$ cat config.mk
export PLATFORM = sky130hd
export DESIGN_NAME = bus_resp_monitor
export DESIGN_NICKNAME = d
export VERILOG_FILES = /design/src/rtl/bm_pkg.sv /design/src/rtl/bm_limit_decode.sv /design/src/rtl/bm_qualify.sv /design/src/rtl/bm_counter.sv /design/src/rtl/bus_resp_monitor.sv
export SDC_FILE = /design/constraint.sdc
export NUM_CORES = 1
export LEC_CHECK = 0
export ABC_CLOCK_PERIOD_IN_PS = 1700
export BUFFER_PORTS_ARGS = -buffer_cell sky130_fd_sc_hd__buf_4
export CAP_MARGIN = 25
export CORE_MARGIN = 1
export CORE_UTILIZATION = 30
export CTS_BUF_LIST = sky130_fd_sc_hd__clkbuf_8
export DETAILED_ROUTE_END_ITERATION = 16
export SKIP_CTS_REPAIR_TIMING = 1
export SLEW_MARGIN = 10
export SYNTH_ARGS = -nofsm -noshare
export SYNTH_HDL_FRONTEND = slang
export SYNTH_SLANG_ARGS = --single-unit
$ cat constraint.sdc
create_clock -name clk -period 1.7 [get_ports clk]
set_input_delay 0.255 -clock clk [delete_from_list [all_inputs] [get_ports clk]]
set_output_delay 0.255 -clock clk [all_outputs]
set_load 0.005 [all_outputs]
$ cat src/rtl/bm_pkg.sv
package bm_pkg;
  // Timeout selector width and the log2 of the shortest limit.
  localparam int unsigned SEL_W      = 2;
  localparam int unsigned BASE_SHIFT = 3;
  localparam int unsigned NCODES     = 1 << SEL_W;
  // Counter wide enough to hold the longest limit.
  localparam int unsigned CNT_W      = BASE_SHIFT + NCODES;

  typedef struct packed {
    logic watched;
    logic ack_ok;
  } bm_qual_t;
endpackage

$ cat src/rtl/bm_limit_decode.sv
module bm_limit_decode
  import bm_pkg::*;
(
  input  logic [SEL_W-1:0] limit_sel,
  output logic [CNT_W-1:0] limit
);
  logic [CNT_W-1:0] tbl [NCODES];

  // Code 0 selects the longest limit; each higher code halves it.
  for (genvar g = 0; g < NCODES; g++) begin : g_code
    assign tbl[g] = CNT_W'(1) << (BASE_SHIFT + NCODES - 1 - g);
  end

  assign limit = tbl[limit_sel];
endmodule

$ cat src/rtl/bm_qualify.sv
module bm_qualify
  import bm_pkg::*;
(
  input  logic     cyc_iack,
  input  logic     cyc_external,
  input  logic     cyc_by_cpu,
  input  logic     ext_mon_en,
  input  logic     ack_size,
  input  logic     ack_autovec,
  output bm_qual_t qual
);
  always_comb begin
    // Internal cycles are always watched; external ones need CPU + enable.
    qual.watched = !cyc_external || (cyc_by_cpu && ext_mon_en);
    // Autovector is acceptable only in interrupt acknowledge cycles.
    qual.ack_ok  = ack_size || (cyc_iack && ack_autovec);
  end
endmodule

$ cat src/rtl/bm_counter.sv
module bm_counter
  import bm_pkg::*;
(
  input  logic             clk,
  input  logic             rst_n,
  input  logic             cyc_active,
  input  bm_qual_t         qual,
  input  logic [CNT_W-1:0] limit,
  output logic             bus_err
);
  logic [CNT_W-1:0] cnt_q, cnt_d;
  logic             done_q, done_d;
  logic             err_q, err_d;
  logic             upd_en;

  // The state changes only while a cycle runs, or to clear after one.
  assign upd_en = !cyc_active || (qual.watched && !done_q && !err_q);

  always_comb begin
    cnt_d  = cnt_q;
    done_d = done_q;
    err_d  = err_q;
    if (!cyc_active) begin
      cnt_d  = '0;
      done_d = 1'b0;
      err_d  = 1'b0;
    end else if (qual.ack_ok) begin
      // An acknowledge on the limit edge still counts as in time.
      done_d = 1'b1;
    end else begin
      cnt_d = cnt_q + CNT_W'(1);
      if (cnt_d == limit) err_d = 1'b1;
    end
  end

  always_ff @(posedge clk or negedge rst_n) begin
    if (!rst_n) begin
      cnt_q  <= '0;
      done_q <= 1'b0;
      err_q  <= 1'b0;
    end else if (upd_en) begin
      cnt_q  <= cnt_d;
      done_q <= done_d;
      err_q  <= err_d;
    end
  end

  assign bus_err = err_q;

  p_err_hold_r6: assert property (@(posedge clk) disable iff (!rst_n)
    (bus_err && cyc_active) |=> bus_err);
  p_idle_clear_r7: assert property (@(posedge clk) disable iff (!rst_n)
    !cyc_active |=> (!bus_err && cnt_q == '0));
  p_ack_blocks_r5: assert property (@(posedge clk) disable iff (!rst_n)
    (!bus_err && cyc_active && qual.ack_ok) |=> !bus_err);
  p_cnt_bound_r2: assert property (@(posedge clk) disable iff (!rst_n)
    cnt_q <= limit);
  p_limit_onehot_r1: assert property (@(posedge clk) disable iff (!rst_n)
    $countones(limit) == 1);
endmodule

$ cat src/rtl/bus_resp_monitor.sv
module bus_resp_monitor
  import bm_pkg::*;
(
  input  logic             clk,
  input  logic             rst_n,
  input  logic             cyc_active,
  input  logic             cyc_iack,
  input  logic             cyc_external,
  input  logic             cyc_by_cpu,
  input  logic             ack_size,
  input  logic             ack_autovec,
  input  logic [SEL_W-1:0] limit_sel,
  input  logic             ext_mon_en,
  output logic             bus_err
);
  logic [CNT_W-1:0] limit;
  bm_qual_t         qual;

  bm_limit_decode u_dec (
    .limit_sel (limit_sel),
    .limit     (limit)
  );

  bm_qualify u_qual (
    .cyc_iack     (cyc_iack),
    .cyc_external (cyc_external),
    .cyc_by_cpu   (cyc_by_cpu),
    .ext_mon_en   (ext_mon_en),
    .ack_size     (ack_size),
    .ack_autovec  (ack_autovec),
    .qual         (qual)
  );

  bm_counter u_cnt (
    .clk        (clk),
    .rst_n      (rst_n),
    .cyc_active (cyc_active),
    .qual       (qual),
    .limit      (limit),
    .bus_err    (bus_err)
  );

  // an unwatched cycle cannot raise the error.
  p_unwatched_quiet_r8: assert property (@(posedge clk) disable iff (!rst_n)
    (!bus_err && !(cyc_active && qual.watched)) |=> !bus_err);
endmodule

# Word level (Yosys, flattened, before mapping)

Cells that the tools add are included.

Flip-flop bits (word level): 9
Input port bits: 11
Output and inout port bits: 1
Word-level logic and storage cells: 34

Add/subtract/negate cells: 1
Magnitude comparators: 1
Equal/unequal tests: 4
Multiplexer cells: 10
Bitwise gates (word level): 1
Reductions and logical operators: 14

Operators with widths:

| cell                | count |
|---|---|
| $mux 7              | 4 |
| $bmux 7 s2          | 1 |
| $add 7x1->7 const B | 1 |
| $eq 7x7->1          | 1 |
| $mux 1              | 5 |
| $logic_and 1x1->1   | 4 |
| $logic_not 1->1     | 4 |
| $ne 2x1->1 const B  | 2 |
| $reduce_and 2->1    | 2 |
| $ge 3x3->1 const B  | 1 |
| $logic_or 1x1->1    | 3 |
| $not 2->3           | 1 |
| $reduce_and 3->1    | 1 |
| $ne 2x2->1 const B  | 1 |

# Depth between registers and ports, before layout

Gate-level depths: netlist (run 1).

Word-level depth: 8
Gate-level depth with buffers: 6
Gate-level depth less buffers: 6

# Hierarchy

Synthesis (run 1) repeated with hierarchy kept, for this count alone.

Cell total of the unflattened synthesis: 69
Area, all modules: 660.6 um^2

By module, submodules not included:

| module          | instances | cells each | area each (um^2) | seq. area each (um^2) |
|---|---|---|---|---|
| bm_counter      | 1         | 59         | 590.6            | 225.2 |
| bm_limit_decode | 1         | 8          | 52.6             | 0.0 |
| bm_qualify      | 1         | 2          | 17.5             | 0.0 |

# Worst setup path after synthesis (run 1)

Ideal clock, no wire load.

Kind: register -> register
Start point: reg u_cnt.cnt_q[0]
End point: reg u_cnt.err_q, in the netlist u_cnt.bus_err
Library setup time: 0.087 ns
Arrival time: 1.402 ns
Data required time: 1.613 ns
Slack: 0.211 ns
Stages on the path, launching flop included: 7
Buffers on the path: 0
Period minus slack after synthesis: 1.489 ns
Path through: dfrtp_1 > ha_1 > nand3_1 > xnor2_1 > o2bb2ai_1 > o2111ai_1 > a22oi_1

Cells in the longest elaborated chain, start to end: 4

Ends and longest elaborated chain:

| element                           | RTL line         | RTL |
|---|---|---|
| from (decl)                       | bm_counter.sv:11 | `logic [CNT_W-1:0] cnt_q, cnt_d;` |
| from (signal assigned)            | bm_counter.sv:42 | `cnt_q <= cnt_d;` |
| $add 7x1->7                       | bm_counter.sv:31 | `cnt_d = cnt_q + CNT_W'(1);` |
| $eq 7x7->1                        | bm_counter.sv:32 | `if (cnt_d == limit) err_d = 1'b1;` |
| $ne 2x1->1 (no source line)       | -                |  |
| $reduce_and 3->1 (no source line) | -                |  |
| to (signal assigned)              | bm_counter.sv:44 | `err_q <= err_d;` |
| to (decl)                         | bm_counter.sv:13 | `logic err_q, err_d;` |

No other way between the ends.
A chain may end at the register's enable or synchronous reset.

# Worst setup path in the final report (run 1)

Start point: reg u_cnt.cnt_q[2]
End point: reg u_cnt.err_q, in the netlist u_cnt.bus_err

Same word-level chain as after synthesis.

==> results of run 1 <==
==> worst max-delay path by stage <==
| stage | start | to | slack (ns) | cells after the start |
|---|---|---|---|---|
| global placement | cyc_iack | u_cnt.cnt_q[3]$_DFFE_PN0P_ | 0.24 | 7 |
| CTS | u_cnt.cnt_q[2]$_DFFE_PN0P_ | u_cnt.bus_err$_DFFE_PN0P_ | 0.23 | 5 |
| detailed placement | cyc_iack | u_cnt.cnt_q[4]$_DFFE_PN0P_ | 0.25 | 7 |
| finish | u_cnt.cnt_q[2]$_DFFE_PN0P_ | u_cnt.bus_err$_DFFE_PN0P_ | 0.24 | 5 |
| floorplan | u_cnt.cnt_q[0]$_DFFE_PN0P_ | u_cnt.bus_err$_DFFE_PN0P_ | 0.21 | 6 |
| global route | u_cnt.cnt_q[2]$_DFFE_PN0P_ | u_cnt.bus_err$_DFFE_PN0P_ | 0.1 | 5 |
==> worst max-delay path, cell delays in order, from the launching register on <==
cell and delay, ns:
dfrtp_1 0.48, and3_2 0.27, nand3_1 0.14, xnor3_1 0.23, o211ai_1 0.09, a22oi_1 0.16
==> through the flow <==
step | util (%) | power [W] | std cells
global placement | 39.5 | 0.000305 | 105
detailed placement | 39.5 | 0.000306 | 105
global route | 42.3 | 0.000586 | 110
floorplan | - | 0.000263 | 64
finish | 42.3 | 0.000549 | 110
CTS | 41.8 | 0.000559 | 109
==> layer usage <==
metal / vias up / GRT usage (%) / wire length, um
met5: - / 0 / 0
met4: 0 / 9.44 / 25
met3: 4 / 6.67 / 67
met2: 16 / 20.3 / 596
met1: 264 / 17.7 / 636
li1: 271 / - / -
==> flip-flops by register name (all words and copies together) (netlist names) <==
name and flops:
u_cnt.done_q 1, u_cnt.cnt_q 7, u_cnt.bus_err 1
==> power breakdown <==
part	total, W	internal (W)	switching (W)	leakage (nW)
Combinational	0.0000803	0.0000439	0.0000364	0.224
Clock	0.000244	0.000157	0.0000867	0.0269
Sequential	0.000225	0.000220	0.00000462	0.124
==> kinds of logic after synthesis <==
kind of cell,after synthesis
buffers and inverters,2
multiplexers,1
AND/OR/NAND/NOR,26
AO/OA/AOI/OAI,13
XOR/XNOR,12
flip-flops,9
adder cells (fa/ha/maj),1
==> synth_stat cells, drive strengths merged <==
master   count  share of area, %
ha           1               1.9
buf          1              0.78
nor4         1              0.98
xor2         3               4.1
dfrtp        9                35
and3         2               2.1
xnor3        1               3.5
o21ai        2               1.6
a21oi        4               3.7
nor2         1              0.58
and2         6               5.8
xnor2        8                11
o2bb2ai      1               1.4
o211ai       1               1.2
nand3        4               3.1
mux2i        1               1.6
nand2        3               1.8
o2111ai      1               1.4
inv          1              0.58
nand4        5               4.9
o21a         1               1.2
nor2b        3               2.9
a22oi        1               1.2
nor4b        1               3.7
a21boi       2               4.1
==> layout make-up <==
class	instances	area (um2)	share of cell area, %
Multi-Input combinational cell	53	408	48.7
Sequential cell	9	225	26.9
Timing Repair Buffer	16	123	14.6
Clock buffer	3	41.3	4.93
Tap cell	27	33.8	4.03
Clock inverter	1	3.75	0.448
Inverter	1	3.75	0.448
==> results.json, run 1 <==
{
  "outcome": "finished clean",
  "whs_ns": 0.306,
  "drc": 0,
  "ys_seq_elements": 9,
  "nFillCells": 194,
  "max_freq_ghz": 0.684,
  "gp_congestion": 0.916,
  "finalCritPeriodShare_pct": 86.0,
  "worstHoldEndpoint": "u_cnt.cnt_q[2]$_DFFE_PN0P_",
  "initial_core_util_pct": 32.4,
  "first_pass_iters": 4,
  "clockBufferDepth": 2,
  "dp_hpwl_um": 956,
  "rows": 16,
  "final_common_cell": "buf_4",
  "clock-root-buffer": "clkbuf_8",
  "io_pins": 12,
  "cts-htree-levels": 1,
  "synthSimpleGateAreaFrac_pct": 25.9,
  "cp.arrival_ns": 1.61,
  "cts_tree": "built",
  "insertion_delay_ns": 0.24,
  "n_antenna_cell": 0,
  "slew_headroom_pct": 82.8,
  "rsz0062_at_grt": "false",
  "drtIter0Drc": 4,
  "hold_path_class": "primary input to flip-flop",
  "r2r_slack_ns": 0.24,
  "synth_xor_xnor_area_share_pct": 18.5,
  "globalRouteTotalUtil_pct": 14.5,
  "synthAdderAreaFrac_pct": 1.95,
  "ys_seq_area_share_pct": 35.1,
  "avgSynthCellArea_um2": 10.0,
  "syn_to_final_growth_pct": 30.6,
  "setup_viol": 0,
  "die_h_um": 48.3,
  "finClkSkew_ns": 0.00518,
  "coreArea_um2": 1980,
  "power_leakage_nw": 0.375,
  "drive_gt1_share_pct": 26.5,
  "synthMuxAreaShare_pct": 1.56,
  "syn-num-nets": 76,
  "ys_warn_count": 0,
  "final_antenna_net_count": 0,
  "layout_common_cells": "15 x buf_4, 9 x dfrtp_1, 8 x xnor2_1",
  "ir_drop_v": 0.000438,
  "crit_type": "flip-flop to flip-flop",
  "worstRegToRegCells": 5,
  "syn_area_um2": 642,
  "via_per_inst": 5.05,
  "syn_inst": 64,
  "powerDensity_nw_per_um2": 655,
  "overflow": 0,
  "endpoint_kind": "flip-flop",
  "fp.dieW_um": 48.3,
  "slew_viol_final": 0,
  "hp-start": "cyc_active",
  "path_clk_slew_ns": 0.05,
  "grt_max_degree": 11,
  "critPathLaunchType": "flip-flop",
  "crit_fanout": 8,
  "final_area_um2": 838,
  "worst_slack_ns": 0.238,
  "cts.sinks": 9,
  "grt_pass1_vias": 502,
  "finalHoldViolations": 0,
  "antenna_found_initial": 0,
  "place_area_um2": 783,
  "cp.required_ns": 1.85,
  "wirelength_um": 1330,
  "fin_tns_setup_ns": 0,
  "cts_buffers": 3,
  "tightestPinTransition_ns": 0.258,
  "cap_violations": 0,
  "grt_pass1_wl_um": 2150,
  "min_path_cells": 2,
  "nNetsFinal": 96,
  "synth_top_family_by_area": "simple AND/OR/NAND/NOR gates",
  "post-route-min-period_ns": 1.46,
  "r2r_start": "u_cnt.cnt_q[2]$_DFFE_PN0P_",
  "vias": 555,
  "port_buffers": 11,
  "dpl_worst_slack_ns": 0.250,
  "synth_compound_area_share_pct": 15.6,
  "drt-wirelength-per-cell_um": 12.1,
  "regToRegEndpoint": "u_cnt.bus_err$_DFFE_PN0P_",
  "dieArea_um2": 2330,
  "synth_cell_types": 28
}
No activity file was read; power rests on OpenSTA's default activity.
==> run 2, diff against run 1 <==
--- a/config.mk
+++ b/config.mk
@@ -6,12 +6,12 @@
 export NUM_CORES = 1
 export LEC_CHECK = 0
 export ABC_CLOCK_PERIOD_IN_PS = 1700
-export BUFFER_PORTS_ARGS = -buffer_cell sky130_fd_sc_hd__buf_4
 export CAP_MARGIN = 25
 export CORE_MARGIN = 1
 export CORE_UTILIZATION = 30
 export CTS_BUF_LIST = sky130_fd_sc_hd__clkbuf_8
 export DETAILED_ROUTE_END_ITERATION = 16
+export DONT_BUFFER_PORTS = 1
 export SKIP_CTS_REPAIR_TIMING = 1
 export SLEW_MARGIN = 10
 export SYNTH_ARGS = -nofsm -noshare
==> results.json, run 2 (synthesis gave the netlist of run 1 again) <==
{
  "initial_core_util_pct": 32.4,
  "overflow": 0,
  "grt_max_degree": 11,
  "port_buffers": 0,
  "cp.required_ns": 1.82,
  "power_w": 0.000531,
  "regToRegEndpoint": "u_cnt.cnt_q[6]$_DFFE_PN0P_",
  "worst_slack_ns": 0.169,
  "insertion_delay_ns": 0.24,
  "ir_drop_v": 0.000443,
  "multi_input_area_um2": 408,
  "syn_to_final_growth_pct": 17.9,
  "via_per_inst": 5.03,
  "regArea_um2": 225,
  "globalRouteTotalUtil_pct": 13.5,
  "final_antenna_net_count": 0,
  "r2r_start": "u_cnt.bus_err$_DFFE_PN0P_",
  "io_pins": 12,
  "final_common_cell": "dfrtp_1",
  "drive_gt1_share_pct": 16.7,
  "path_clk_slew_ns": 0.04,
  "nNetsFinal": 85,
  "finalHoldViolations": 0,
  "slew_viol_final": 0,
  "dpl_worst_slack_ns": 0.150,
  "n_antenna_cell": 0,
  "powerDensity_nw_per_um2": 701,
  "cap_violations": 0,
  "first_pass_iters": 4,
  "tightestPinTransition_ns": 0.448,
  "setup_viol": 0,
  "max_freq_ghz": 0.653,
  "drt-wirelength-per-cell_um": 12.8,
  "power_leakage_nw": 0.320,
  "grtUsageMet2_pct": 21.3,
  "gr-usage-met3_pct": 7.04,
  "outcome": "finished clean",
  "slew_headroom_pct": 70.0,
  "crit_fanout": 7,
  "post-route-min-period_ns": 1.53,
  "antenna_found_initial": 0,
  "rsz0062_at_grt": "false",
  "endpoint_kind": "flip-flop",
  "nFillCells": 199,
  "drtIter0Drc": 8,
  "wirelength_um": 1260,
  "top_usage_layer": "met2",
  "cp.arrival_ns": 1.65,
  "cts-htree-levels": 1,
  "layout_common_cells": "9 x dfrtp_1, 8 x xnor2_1, 6 x and2_1",
  "die_h_um": 48.3,
  "grt_pass1_vias": 517,
  "grt_pass1_wl_um": 2060,
  "gp_congestion": 0.895,
  "regMostFlops": "u_cnt.cnt_q",
  "largest_reg_flops": 7,
  "rows": 16,
  "crit_type": "flip-flop to flip-flop",
  "drc": 0,
  "fp.dieW_um": 48.3,
  "critPathLaunchType": "flip-flop",
  "coreArea_um2": 1980,
  "cts.sinks": 9,
  "cts_buffers": 3,
  "dp_hpwl_um": 969,
  "cts_tree": "built",
  "finalCritPeriodShare_pct": 90.1,
  "crit_path_start": "u_cnt.bus_err$_DFFE_PN0P_",
  "dieArea_um2": 2330,
  "worstSetupEndpoint": "u_cnt.cnt_q[6]$_DFFE_PN0P_",
  "finClkSkew_ns": 0.00370,
  "clockBufferDepth": 2,
  "grt_use_met1_pct": 15.3,
  "vias": 498,
  "clock-root-buffer": "clkbuf_8",
  "fin_tns_setup_ns": 0,
  "r2r_slack_ns": 0.17,
  "worstRegToRegCells": 4,
  "hold_path_class": "primary input to flip-flop"
}
## run 2: how the worst min path moves through the flow
| stage | from | endpoint | slack [ns] | cells past startpoint |
|---|---|---|---|---|
| after floorplan | rst_n | u_cnt.bus_err$_DFFE_PN0P_ | -0.04 | 0 |
| after global placement | rst_n | u_cnt.cnt_q[4]$_DFFE_PN0P_ | -0.04 | 0 |
| after detailed placement | rst_n | u_cnt.cnt_q[2]$_DFFE_PN0P_ | -0.04 | 0 |
| after CTS | rst_n | u_cnt.cnt_q[2]$_DFFE_PN0P_ | -0.30 | 0 |
| after global routing | cyc_active | u_cnt.done_q$_DFFE_PN0P_ | 0.14 | 1 |
| final | cyc_active | u_cnt.done_q$_DFFE_PN0P_ | 0.14 | 1 |
## run 2: metal layers
metal / up-vias / wire [um]
li1: 249 / -
met2: 15 / 603
met4: 0 / 14
met5: - / 0
met1: 231 / 560
met3: 3 / 84
## run 2: worst max-delay path, stage by stage (launching register included)
cell	delay [ns]
dfrtp_1	0.44
nor4b_4	0.48
nand4_1	0.20
xnor2_1	0.15
and2_1	0.15
## run 2: area by class of cell
class	instances	area share, %
Multi-Input combinational cell	53	53.9
Sequential cell	9	29.8
Clock buffer	3	5.45
Timing Repair Buffer	5	5.29
Tap cell	27	4.46
Clock inverter	1	0.661
Inverter	1	0.496
## run 2: through the flow
step / utilization, % / instance area (um2) / cells / hold WS (ns)
final: 38.2 / 757 / 99 / 0.137
after global placement: 35.4 / 701 / 94 / -0.0404
after floorplan: - / 642 / 64 / -0.0406
after CTS: 37.7 / 747 / 98 / -0.297
after detailed placement: 35.4 / 701 / 94 / -0.0403
after global routing: 38.2 / 757 / 99 / 0.136
## run 2: where the power goes
group	total [W]	switching [W]	internal, W
sequential	0.000225	0.00000454	0.000220
combinational	0.0000540	0.0000246	0.0000294
clock	0.000252	0.0000918	0.000160
